===== config.mk =====
export PLATFORM = sky130hd
export DESIGN_NAME = dual_irq_ctl
export DESIGN_NICKNAME = d
export VERILOG_FILES = /design/src/rtl/dual_irq_ctl.sv
export SDC_FILE = /design/constraint.sdc
export NUM_CORES = 1
export LEC_CHECK = 0
export BUFFER_PORTS_ARGS = -buffer_cell sky130_fd_sc_hd__buf_2
export CAP_MARGIN = 20
export CORE_ASPECT_RATIO = 0.5
export CORE_MARGIN = 2
export CORE_UTILIZATION = 35
export CTS_CLUSTER_SIZE = 30
export DETAILED_ROUTE_END_ITERATION = 7
export GPL_TIMING_DRIVEN = 0
export HOLD_SLACK_MARGIN = 0.1
export PLACE_DENSITY = 0.63
export SYNTH_ARGS = -nofsm -noshare
export SYNTH_HDL_FRONTEND = slang
export SYNTH_SLANG_ARGS = --single-unit

===== constraint.sdc =====
create_clock -name clk -period 5.9 [get_ports clk]
set_input_delay 1.475 -clock clk [delete_from_list [all_inputs] [get_ports clk]]
set_output_delay 1.475 -clock clk [all_outputs]
set_load 0.01 [all_outputs]

===== src/rtl/dual_irq_ctl.sv =====
module dual_irq_ctl #(
  parameter int NSRC = 32,
  parameter int AW   = 6
) (
  input  logic            clk,
  input  logic            rst_n,
  input  logic [NSRC-1:0] src_lines,
  input  logic [AW-1:0]   reg_idx,
  input  logic            reg_wr,
  input  logic            reg_rd,
  input  logic [NSRC-1:0] reg_wdata,
  output logic [NSRC-1:0] reg_rdata,
  output logic            cpu_irq,
  output logic            cpu_fiq
);

  localparam logic [AW-1:0] IX_NSTAT = AW'(0);
  localparam logic [AW-1:0] IX_NRAW  = AW'(1);
  localparam logic [AW-1:0] IX_NSET  = AW'(2);
  localparam logic [AW-1:0] IX_NCLR  = AW'(3);
  localparam logic [AW-1:0] IX_SWSET = AW'(4);
  localparam logic [AW-1:0] IX_SWCLR = AW'(5);
  localparam logic [AW-1:0] IX_FSTAT = AW'(8);
  localparam logic [AW-1:0] IX_FRAW  = AW'(9);
  localparam logic [AW-1:0] IX_FSET  = AW'(10);
  localparam logic [AW-1:0] IX_FCLR  = AW'(11);
  localparam logic [NSRC-1:0] ZERO   = '0;

  logic [NSRC-1:0] nen, fen, nen_nx, fen_nx;
  logic            sw_hold, sw_nx;
  logic [NSRC-1:0] raw_now, raw_nx;

  assign raw_now = src_lines | {ZERO[NSRC-1:1], sw_hold};
  assign raw_nx  = src_lines | {ZERO[NSRC-1:1], sw_nx};

  always_comb begin
    nen_nx = nen;
    fen_nx = fen;
    sw_nx  = sw_hold;
    if (reg_wr) begin
      case (reg_idx)
        IX_NSET:  nen_nx = nen | reg_wdata;
        IX_NCLR:  nen_nx = nen & ~reg_wdata;
        IX_FSET:  fen_nx = fen | reg_wdata;
        IX_FCLR:  fen_nx = fen & ~reg_wdata;
        IX_SWSET: if (reg_wdata[0]) sw_nx = 1'b1;
        IX_SWCLR: if (reg_wdata[0]) sw_nx = 1'b0;
        default:  ;
      endcase
    end
  end

  always_ff @(posedge clk) begin
    if (!rst_n) begin
      nen     <= '0;
      fen     <= '0;
      sw_hold <= 1'b0;
      cpu_irq <= 1'b0;
      cpu_fiq <= 1'b0;
    end else begin
      nen     <= nen_nx;
      fen     <= fen_nx;
      sw_hold <= sw_nx;
      cpu_irq <= |(raw_nx & nen_nx);
      cpu_fiq <= |(raw_nx & fen_nx);
    end
  end

  always_ff @(posedge clk) begin
    if (!rst_n) begin
      reg_rdata <= '0;
    end else if (reg_rd) begin
      case (reg_idx)
        IX_NSTAT:         reg_rdata <= raw_now & nen;
        IX_NRAW, IX_FRAW: reg_rdata <= raw_now;
        IX_NSET:          reg_rdata <= nen;
        IX_SWSET:         reg_rdata <= {ZERO[NSRC-1:1], raw_now[0]};
        IX_FSTAT:         reg_rdata <= raw_now & fen;
        IX_FSET:          reg_rdata <= fen;
        default:          reg_rdata <= '0;
      endcase
    end
  end

  AST_NSET_ORS: assert property (@(posedge clk) disable iff (!rst_n)
    (reg_wr && reg_idx == IX_NSET) |=> ((nen & $past(reg_wdata)) == $past(reg_wdata)));
  AST_NCLR_CLEARS: assert property (@(posedge clk) disable iff (!rst_n)
    (reg_wr && reg_idx == IX_NCLR) |=> ((nen & $past(reg_wdata)) == '0));
  AST_FSET_ORS: assert property (@(posedge clk) disable iff (!rst_n)
    (reg_wr && reg_idx == IX_FSET) |=> ((fen & $past(reg_wdata)) == $past(reg_wdata)));
  AST_FCLR_CLEARS: assert property (@(posedge clk) disable iff (!rst_n)
    (reg_wr && reg_idx == IX_FCLR) |=> ((fen & $past(reg_wdata)) == '0));
  AST_IRQ_NEEDS_MASK: assert property (@(posedge clk) disable iff (!rst_n)
    (nen == '0) |-> !cpu_irq);
  AST_FIQ_NEEDS_MASK: assert property (@(posedge clk) disable iff (!rst_n)
    (fen == '0) |-> !cpu_fiq);
  AST_SW_SET_RAW0: assert property (@(posedge clk) disable iff (!rst_n)
    (reg_wr && reg_idx == IX_SWSET && reg_wdata[0]) |=> raw_now[0]);
  AST_UNDEF_READ_ZERO: assert property (@(posedge clk) disable iff (!rst_n)
    (reg_rd && reg_idx > IX_FCLR) |=> (reg_rdata == '0));
  AST_STATUS_WRITE_INERT: assert property (@(posedge clk) disable iff (!rst_n)
    (reg_wr && (reg_idx == IX_NSTAT || reg_idx == IX_NRAW || reg_idx == IX_FSTAT || reg_idx == IX_FRAW))
    |=> ($stable(nen) && $stable(fen) && $stable(sw_hold)));

endmodule


==> metrics.md, run 1 <==
| Metric | Value |
|---|---|
| Port Buf Inserts | 104 |
| H-tree Lvls | 3 |
| F_max | 0.251 GHz |
| Syn Inst Count | 774 |
| Drt total wl | 26.4 mm |
| N_diodes | 0 |
| Data arrival, critical path | 4260 ps |
| Synthesized area | 5890 um^2 |
| Reg clk slew, reported paths | 70 ps |
| Min cycle time layout | 3990 ps |
| Die H | 95.7 um |
| Number of synthesized flops with an enable pin | 0 |
| Synth top area share | 33.6% |
| Post-synth ARST share | 0% |
| VDD IR-drop max | 0.133 mV |
| Die width | 187 um |
| Hold Fails Final Rpt | 0 |
| Clock Path Buffers | 2 |
| # hold bufs at CTS | 0 |
| Slew Viols, Final | 0 |
| Syn_nets | 848 |
| Post-Syn Area per Cell | 7.61 um^2 |
| Wirelength per Cell | 23.5 um |
| First-pass GRT wire length | 38.5 mm |
| Resize count post-CTS | 0 |
| Area Overhead vs Synth | 18.8% |
| Yosys warns | 0 |
| Fillcell total | 1,774 |
| NumNets Final | 963 |
| # clock sinks | 99 |
| Crit path launch type | input port |
| Sequential area share after synthesis | 33.6% |
| Post-CTS setup buffer count | 0 |
| GP Congestion | 0.981 |
| Worst slew pin tran | 1120 ps |
| Area contributors post-synth | dfxtp_1 34%, a21o_1 7.4%, a21oi_1 7.1%, a22oi_1 5.5%, nor2_1 5.0% |
| Lkg Pwr | 3.14 nW |
| Max cap viols | 0 |
| Top Ports | 108 |
| DRC viols | 0 |
| Floorplan core area | 16,400 um^2 |
| Clk root buf | clkbuf_16 |
| Proportion of layout cells with a drive suffix above 1 | 15.8% |
| Post-route setup TNS | 0 ps |
| CTS Buf Count | 9 |
| Initial antenna violation count | 1 |
| Worst path required time | 6180 ps |
| TritonCTS clock tree | built |
| Unique masters post-synth | 55 |
| Leading area contributor after synthesis | dfxtp_1 |
| Max Clock Skew | 7.74 ps |
| Die Area | 18,000 um^2 |
| Worst Hold Class | register to register |
| Routed Antenna Nets | 0 |
| CP max FO | 10 |
| Most frequent cell after synthesis | dfxtp_1 |
| Avg Vias per Cell | 5.91 |
| Worst skew pair latency | 360 ps |
| Initial Util | 35.9% |
| Worst slew margin | 24.8% |
| Cell Pwr Density | 210 nW/um^2 |
| DR iter-0 viols | 709 |
| Largest net degree at the start of global routing | 18 |
| Synth top cells by count | 99 x dfxtp_1, 84 x a21oi_1, 79 x nor2_1 |
| Run status | finished, final reports clean |
| GRT overflow | 0 |
| Total power | 1.47 mW |
| Synth Register Bits | 99 |
| RSZ-0062 raised after global routing | false |
| Ys flop type | dfxtp_1 |
| Worst setup EP type | register |
| Pre-antenna DRT Iters | 5 |
| Num rows | 33 |
| Crit path kind | input port to register |
| Vias in the first global route | 6,142 |
| Vias | 6,621 |
| All-Layer GR Usage | 29.4% |
| Final setup fails | 0 |
| Tcrit/Tclk final | 67.6% |
| DP HPWL | 20.3 mm |
==> registers in the layout, summed over array words and instances (netlist names) <==
register   count
nen           32
cpu_irq        1
sw_hold        1
fen           32
cpu_fiq        1
reg_rdata     32
==> logic make-up (layout without fill, tap and decap cells) <==
family                 count (synthesis)  in the layout  share of synthesized area, %
multiplexers                          36             36                          6.29
buffers and inverters                 62            182                          4.35
AO/OA/AOI/OAI                        292            292                          31.7
AND/OR/NAND/NOR                      285            285                          24.0
flip-flops                            99             99                          33.6
==> power breakdown <==
group	internal, mW	switching [mW]	total, mW
clock network	0.332	0.290	0.622
logic	0.0463	0.127	0.173
registers	0.671	0.00202	0.673
total	1.05	0.418	1.47
==> cell usage in the layout (no fill, tap or decap), drive strengths merged, types with 2 or more instances in the layout <==
master / instances
nand4: 8
nand3b: 3
nor2: 81
o211ai: 2
nor3: 3
nor2b: 30
or4: 2
nor4: 6
a21o: 58
nor4b: 2
buf: 119
a221oi: 3
nand2: 70
a21oi: 84
o22ai: 10
and2: 24
o31ai: 10
clkbuf: 50
o2111ai: 2
mux2i: 28
nand4b: 2
nand3: 41
clkinv: 4
o21ai: 46
a31oi: 18
inv: 7
dfxtp: 99
a222oi: 4
o311ai: 3
a22oi: 43
or3: 4
mux2: 8
and3: 5
==> layout make-up <==
cell class,count,area [um^2],share of cell area (%)
clock inverter,7,77.6,1.11
clock buffer,9,225,3.22
buffer,56,234,3.34
tap,227,284,4.06
timing repair buffer,104,520,7.44
inverter,6,22.5,0.322
sequential,99,1980,28.3
multi-input combinational,613,3650,52.2
==> critical path, stage by stage <==
cell and delay [ps]:
buf_2 110, buf_4 170, nor4_2 910, nand2_1 420
nor2_1 380, buf_2 380, a221oi_1 160, a211oi_1 240
==> per-layer routing <==
layer	vias up	routed length, um	global-route usage [%]
met5	-	13	0
met4	2	461	7.74
met3	44	2510	9.37
met2	312	10800	44.2
met1	3183	12600	40.8
li1	3080	-	-
==> path summary, 6_finish.rpt <==
path	depth (start not counted)	slack [ps]	end	from
hold reg to reg	2	480	reg_rdata[0]$_SDFFE_PN0P_	reg_rdata[0]$_SDFFE_PN0P_
hold / removal	2	480	reg_rdata[0]$_SDFFE_PN0P_	reg_rdata[0]$_SDFFE_PN0P_
setup / recovery	8	1910	reg_rdata[0]$_SDFFE_PN0P_	reg_idx[3]
setup reg to reg	6	3320	cpu_fiq$_SDFF_PN0_	fen[26]$_SDFF_PN0_
==> through the flow <==
step / instances / setup WS (ps) / cell area [um^2] / hold slack, ps / util (%)
floorplan: 774 / 2530 / 5890 / 464 / -
global placement: 1105 / 1600 / 6700 / 476 / 40.7
detailed placement: 1105 / 1700 / 6700 / 478 / 40.7
CTS: 1121 / 2070 / 7000 / 487 / 42.6
global route: 1121 / 1840 / 7000 / 518 / 42.6
finish: 1121 / 1910 / 7000 / 481 / 42.6
No activity file was read; power rests on OpenSTA's default activity.
==> run 2: changes to the inputs <==
--- a/config.mk
+++ b/config.mk
@@ -14,7 +14,7 @@
 export DETAILED_ROUTE_END_ITERATION = 7
 export GPL_TIMING_DRIVEN = 0
 export HOLD_SLACK_MARGIN = 0.1
-export PLACE_DENSITY = 0.63
+export PLACE_DENSITY = 0.65
 export SYNTH_ARGS = -nofsm -noshare
 export SYNTH_HDL_FRONTEND = slang
 export SYNTH_SLANG_ARGS = --single-unit
==> constraint.sdc (replaced) <==
create_clock -name clk -period 3.42 [get_ports clk]
set_input_delay 0.855 -clock clk [delete_from_list [all_inputs] [get_ports clk]]
set_output_delay 0.855 -clock clk [all_outputs]
set_load 0.01 [all_outputs]
==> metrics.md, run 2 (synthesized netlist as in run 1, its figures left out) <==
| Metric | Value |
|---|---|
| Most common cell after layout, fill and taps aside | buf_2 |
| Setup crit start | reg_idx[2] |
| Max cap viols | 0 |
| Reg2reg start | fen[13]$_SDFF_PN0_ |
| Post-Layout Cell Count | 1,121 |
| NumNets Final | 963 |
| F_max | 0.304 GHz |
| Final setup fails | 0 |
| Cells along the critical path | clkbuf_1 > or4b_4 > nor2_8 > a31oi_1 > nor4_1 > nand4_1 > o41a_1 |
| Clock Path Buffers | 2 |
| TritonCTS clock tree | built |
| HP Start | reg_rdata[0]$_SDFFE_PN0P_ |
| Die Area | 18,000 um^2 |
| Proportion of layout cells with a drive suffix above 1 | 15.8% |
| Data arrival, critical path | 3520 ps |
| Slowest stage delay, CP | 820 ps |
| N_diodes | 0 |
| Cell Pwr Density | 370 nW/um^2 |
| Tcrit/Tclk final | 96.1% |
| Worst skew pair latency | 370 ps |
| DR iter-0 viols | 761 |
| Port Buf Inserts | 104 |
| VDD IR-drop max | 0.253 mV |
| CTS Buf Count | 9 |
| Reg clk slew, reported paths | 70 ps |
| R2R Setup Slk | 1040 ps |
| Largest registers | fen: 32 flops, nen: 32 flops, reg_rdata: 32 flops |
| Max Clock Skew | 8.63 ps |
| Worst slew margin | 34.0% |
| Initial Util | 35.9% |
| # clock sinks | 99 |
| Post-route setup TNS | 0 ps |
| Clk root buf | clkbuf_16 |
| GRT overflow | 0 |
| Top Ports | 108 |
| Initial antenna violation count | 1 |
| Routed Antenna Nets | 0 |
| Vias in the first global route | 6,067 |
| First-pass GRT wire length | 37.0 mm |
| Area Overhead vs Synth | 19.5% |
| Lkg Pwr | 3.17 nW |
| DP HPWL | 19.4 mm |
| Floorplan core area | 16,400 um^2 |
| Die width | 187 um |
| Final Cell Area | 7040 um^2 |
| Drt total wl | 25.4 mm |
| Crit path launch type | input port |
| GP Congestion | 1.03 |
| Slowest CP cell | nor4_1 |
| WHS | 484 ps |
| Worst path required time | 3650 ps |
| Largest net degree at the start of global routing | 17 |
| RSZ-0062 raised after global routing | false |
| DRC viols | 0 |
| CP max FO | 10 |
| Die H | 95.7 um |
| Min cycle time layout | 3290 ps |
| # hold bufs at CTS | 0 |
| Avg Vias per Cell | 6.01 |
| Placed Cells | 1,105 |
| Hold Fails Final Rpt | 0 |
| Commonest cells after routing, fill and taps aside | 114 x buf_2, 99 x dfxtp_1, 84 x a21oi_1 |
| Pre-antenna DRT Iters | 6 |
| Placed inst area | 6700 um^2 |
| H-tree Lvls | 3 |
| All-Layer GR Usage | 27.9% |
| Wirelength per Cell | 22.6 um |
| Crit path kind | input port to register |
| Vias | 6,732 |
| Run status | finished, final reports clean |
| Slew Viols, Final | 0 |
| Worst setup EP type | register |
| Worst Hold Class | register to register |
| Num rows | 33 |
| Worst slew pin tran | 976 ps |
run 2: changes by cell type in the layout (fill, tap and decap cells not counted):
| cell | before | now |
|---|---|---|
| bufinv_16 | 1 | 2 |
| clkinv_4 | 3 | 1 |
| clkbuf_8 | 0 | 1 |
| clkinvlp_4 | 1 | 0 |
| clkinv_2 | 1 | 2 |
| nor4b_4 | 0 | 1 |
| nor4b_2 | 1 | 0 |
| nor4_4 | 0 | 1 |
| nor4_2 | 1 | 0 |
run 2: timing repair:
item                       4_1_cts  5_1_grt
buffers inserted                 0        0
resized for setup                0        2
setup endpoints to repair        0        3
run 2: where the power goes:
part | internal (mW) | switching [mW]
logic | 0.0806 | 0.215
registers | 1.16 | 0.00360
clock network | 0.663 | 0.489
run 2: final cells by class:
class	instances	area [um^2]
Fill cell	1759	9390
Multi-Input combinational cell	613	3670
Sequential cell	99	1980
Timing Repair Buffer	104	520
Tap cell	227	284
Clock buffer	10	239
Buffer	56	234
Clock inverter	6	87.6
Inverter	6	22.5
run 2: metrics by stage:
step | setup WS, ps | utilization [%] | power, mW
floorplan | 671 | - | 1.30
finish | 132 | 42.8 | 2.61
detailed placement | -216 | 40.7 | 1.47
global route | 116 | 42.8 | 2.67
CTS | 149 | 42.7 | 2.61
global placement | -149 | 40.7 | 1.47
run 2: critical path: cells and delay by family:
family	cells	cell delay [ps]
AOI/OAI and AO/OA	2	560
buffers and inverters	1	220
and+or+nand+nor	4	1870
run 2: metal layers:
metal | up-vias | track usage (%) | part of all wire [%]
met4 | 0 | 10.2 | 2.6
met3 | 52 | 6.74 | 9.6
met5 | - | 0 | 0
li1 | 3081 | - | -
met2 | 355 | 41.9 | 42
met1 | 3244 | 39.1 | 46
run 2: path summary, 6_finish.rpt:
check                                                  to  cells after the start
worst max-delay path                   cpu_fiq$_SDFF_PN0_                      7
worst min-delay path            reg_rdata[0]$_SDFFE_PN0P_                      2
worst max register to register         cpu_fiq$_SDFF_PN0_                      6
worst min register to register  reg_rdata[0]$_SDFFE_PN0P_                      2
==> run 3: changes to the inputs <==
--- a/config.mk
+++ b/config.mk
@@ -14,7 +14,8 @@
 export DETAILED_ROUTE_END_ITERATION = 7
 export GPL_TIMING_DRIVEN = 0
 export HOLD_SLACK_MARGIN = 0.1
-export PLACE_DENSITY = 0.65
+export PLACE_DENSITY = 0.63
+export RECOVER_POWER = 25
 export SYNTH_ARGS = -nofsm -noshare
 export SYNTH_HDL_FRONTEND = slang
 export SYNTH_SLANG_ARGS = --single-unit
==> constraint.sdc (replaced) <==
create_clock -name clk -period 3.71 [get_ports clk]
set_input_delay 0.9275 -clock clk [delete_from_list [all_inputs] [get_ports clk]]
set_output_delay 0.9275 -clock clk [all_outputs]
set_load 0.01 [all_outputs]
==> metrics.md, run 3 (synthesized netlist as in run 1, its figures left out) <==
| Metric | Value |
|---|---|
| Crit path kind | input port to register |
| Initial antenna violation count | 1 |
| Port Buf Inserts | 104 |
| Seq pwr share | 45.8% |
| Worst path required time | 4000 ps |
| N_diodes | 0 |
| All-Layer GR Usage | 29.4% |
| Psw | 0.669 mW |
| Largest net degree at the start of global routing | 18 |
| Largest registers | fen: 32 flops, nen: 32 flops, reg_rdata: 32 flops |
| Drt total wl | 26.4 mm |
| Crit path launch type | input port |
| F_max | 0.292 GHz |
| Run status | finished, final reports clean |
| Final setup fails | 0 |
| WHS | 485 ps |
| Pint | 1.67 mW |
| NumNets Final | 963 |
| Reg area | 1980 um^2 |
| Hold Fails Final Rpt | 0 |
| DR iter-0 viols | 719 |
| Proportion of layout cells with a drive suffix above 1 | 12.1% |
| Most common cell after layout, fill and taps aside | dfxtp_1 |
| Post-CTS setup buffer count | 0 |
| Utilization after layout | 42.3% |
| Comb pwr share | 11.7% |
| CTS Buf Count | 9 |
| H-tree Lvls | 3 |
| Lkg Pwr | 3.00 nW |
| GP Congestion | 0.981 |
| Die H | 95.7 um |
| Placed inst area | 6700 um^2 |
| Switching share of power | 28.6% |
| Floorplan core area | 16,400 um^2 |
| Data arrival, critical path | 3720 ps |
| Clk root buf | clkbuf_16 |
| Area Overhead vs Synth | 18.1% |
| VDD IR-drop max | 0.213 mV |
| RSZ-0062 raised after global routing | false |
| Pre-antenna DRT Iters | 6 |
| Tcrit/Tclk final | 92.5% |
| Avg Vias per Cell | 5.93 |
| Max cap viols | 0 |
| Commonest cells after routing, fill and taps aside | 99 x dfxtp_1, 84 x a21oi_1, 81 x buf_2 |
| GRT overflow | 0 |
| DRC viols | 0 |
| Worst slew margin | 26.2% |
| Max Clock Skew | 9.69 ps |
| Clock Path Buffers | 2 |
| TritonCTS clock tree | built |
| Worst slew pin tran | 1100 ps |
| # hold bufs at CTS | 0 |
| Reg clk slew, reported paths | 70 ps |
| Top Ports | 108 |
| Routed Antenna Nets | 0 |
| DP HPWL | 20.3 mm |
| Final Cell Area | 6960 um^2 |
| Slew Viols, Final | 0 |
| Num rows | 33 |
| Min cycle time layout | 3430 ps |
| Resize count post-CTS | 0 |
| Die width | 187 um |
| First-pass GRT wire length | 38.5 mm |
| Worst setup EP type | register |
| Cell Pwr Density | 336 nW/um^2 |
| Vias | 6,651 |
| Die Area | 18,000 um^2 |
| Wirelength per Cell | 23.6 um |
| Vias in the first global route | 6,142 |
| Clock network power share | 42.5% |
| # clock sinks | 99 |
| Initial Util | 35.9% |
| Fillcell total | 1,796 |
| CP max FO | 10 |
| Multi-input gate area | 3650 um^2 |
| Worst skew pair latency | 370 ps |
| Worst Hold Class | register to register |
[run 3: cell count changes in the layout (fill, tap and decap cells not counted), sizes merged]
cell | previous run | this run
buf | 119 | 86
clkbuf | 51 | 83
bufinv | 2 | 1
clkinv | 3 | 4
clkinvlp | 0 | 1
[run 3: worst paths after layout]
check	slack, ps	to	cells after the start	start
setup reg to reg	1110	cpu_fiq$_SDFF_PN0_	6	fen[26]$_SDFF_PN0_
setup / recovery	280	reg_rdata[11]$_SDFFE_PN0P_	9	reg_idx[3]
hold / removal	480	reg_rdata[0]$_SDFFE_PN0P_	2	reg_rdata[0]$_SDFFE_PN0P_
hold reg to reg	480	reg_rdata[0]$_SDFFE_PN0P_	2	reg_rdata[0]$_SDFFE_PN0P_
[run 3: per-layer routing]
layer | share of wire, % | global-route usage, %
met1 | 47 | 40.8
met4 | 1.8 | 7.74
met5 | 0.049 | 0
met2 | 41 | 44.2
met3 | 10 | 9.37
[run 3: worst max-delay path: stages]
cell and delay (ps):
buf_2 110, buf_4 170, nor4_2 900, nand2_1 430
nor2_1 390, buf_2 370, a21o_1 120, a22oi_1 130
a21oi_1 170
[run 3: area by class of cell]
type	instances	share of cell area (%)
Sequential cell	99	28.5
Inverter	6	0.324
Tap cell	227	4.08
Clock inverter	7	1.11
Clock buffer	9	3.24
Timing Repair Buffer	104	6.89
Multi-Input combinational cell	613	52.5
Buffer	56	3.36
[run 3: stage by stage]
stage	cells	TNS [ps]	worst slack [ps]	total power, mW
2_1_floorplan	774	0	888	1.20
3_3_place_gp	1105	-57.1	-45.8	1.36
3_5_place_dp	1105	0	55.0	1.36
4_1_cts	1121	0	428	2.33
5_1_grt	1121	0	196	2.40
6_report	1121	0	280	2.34
[run 3: power by group through the flow]
| stage | sequential, mW | clock [mW] | combinational (mW) |
|---|---|---|---|
| after global routing | 1.07 | 1.04 | 0.289 |
| after global placement | 1.09 | 0 | 0.264 |
| after floorplan | 1.09 | 0 | 0.106 |
| final | 1.07 | 0.992 | 0.275 |
| after CTS | 1.07 | 0.996 | 0.265 |
| after detailed placement | 1.09 | 0 | 0.265 |
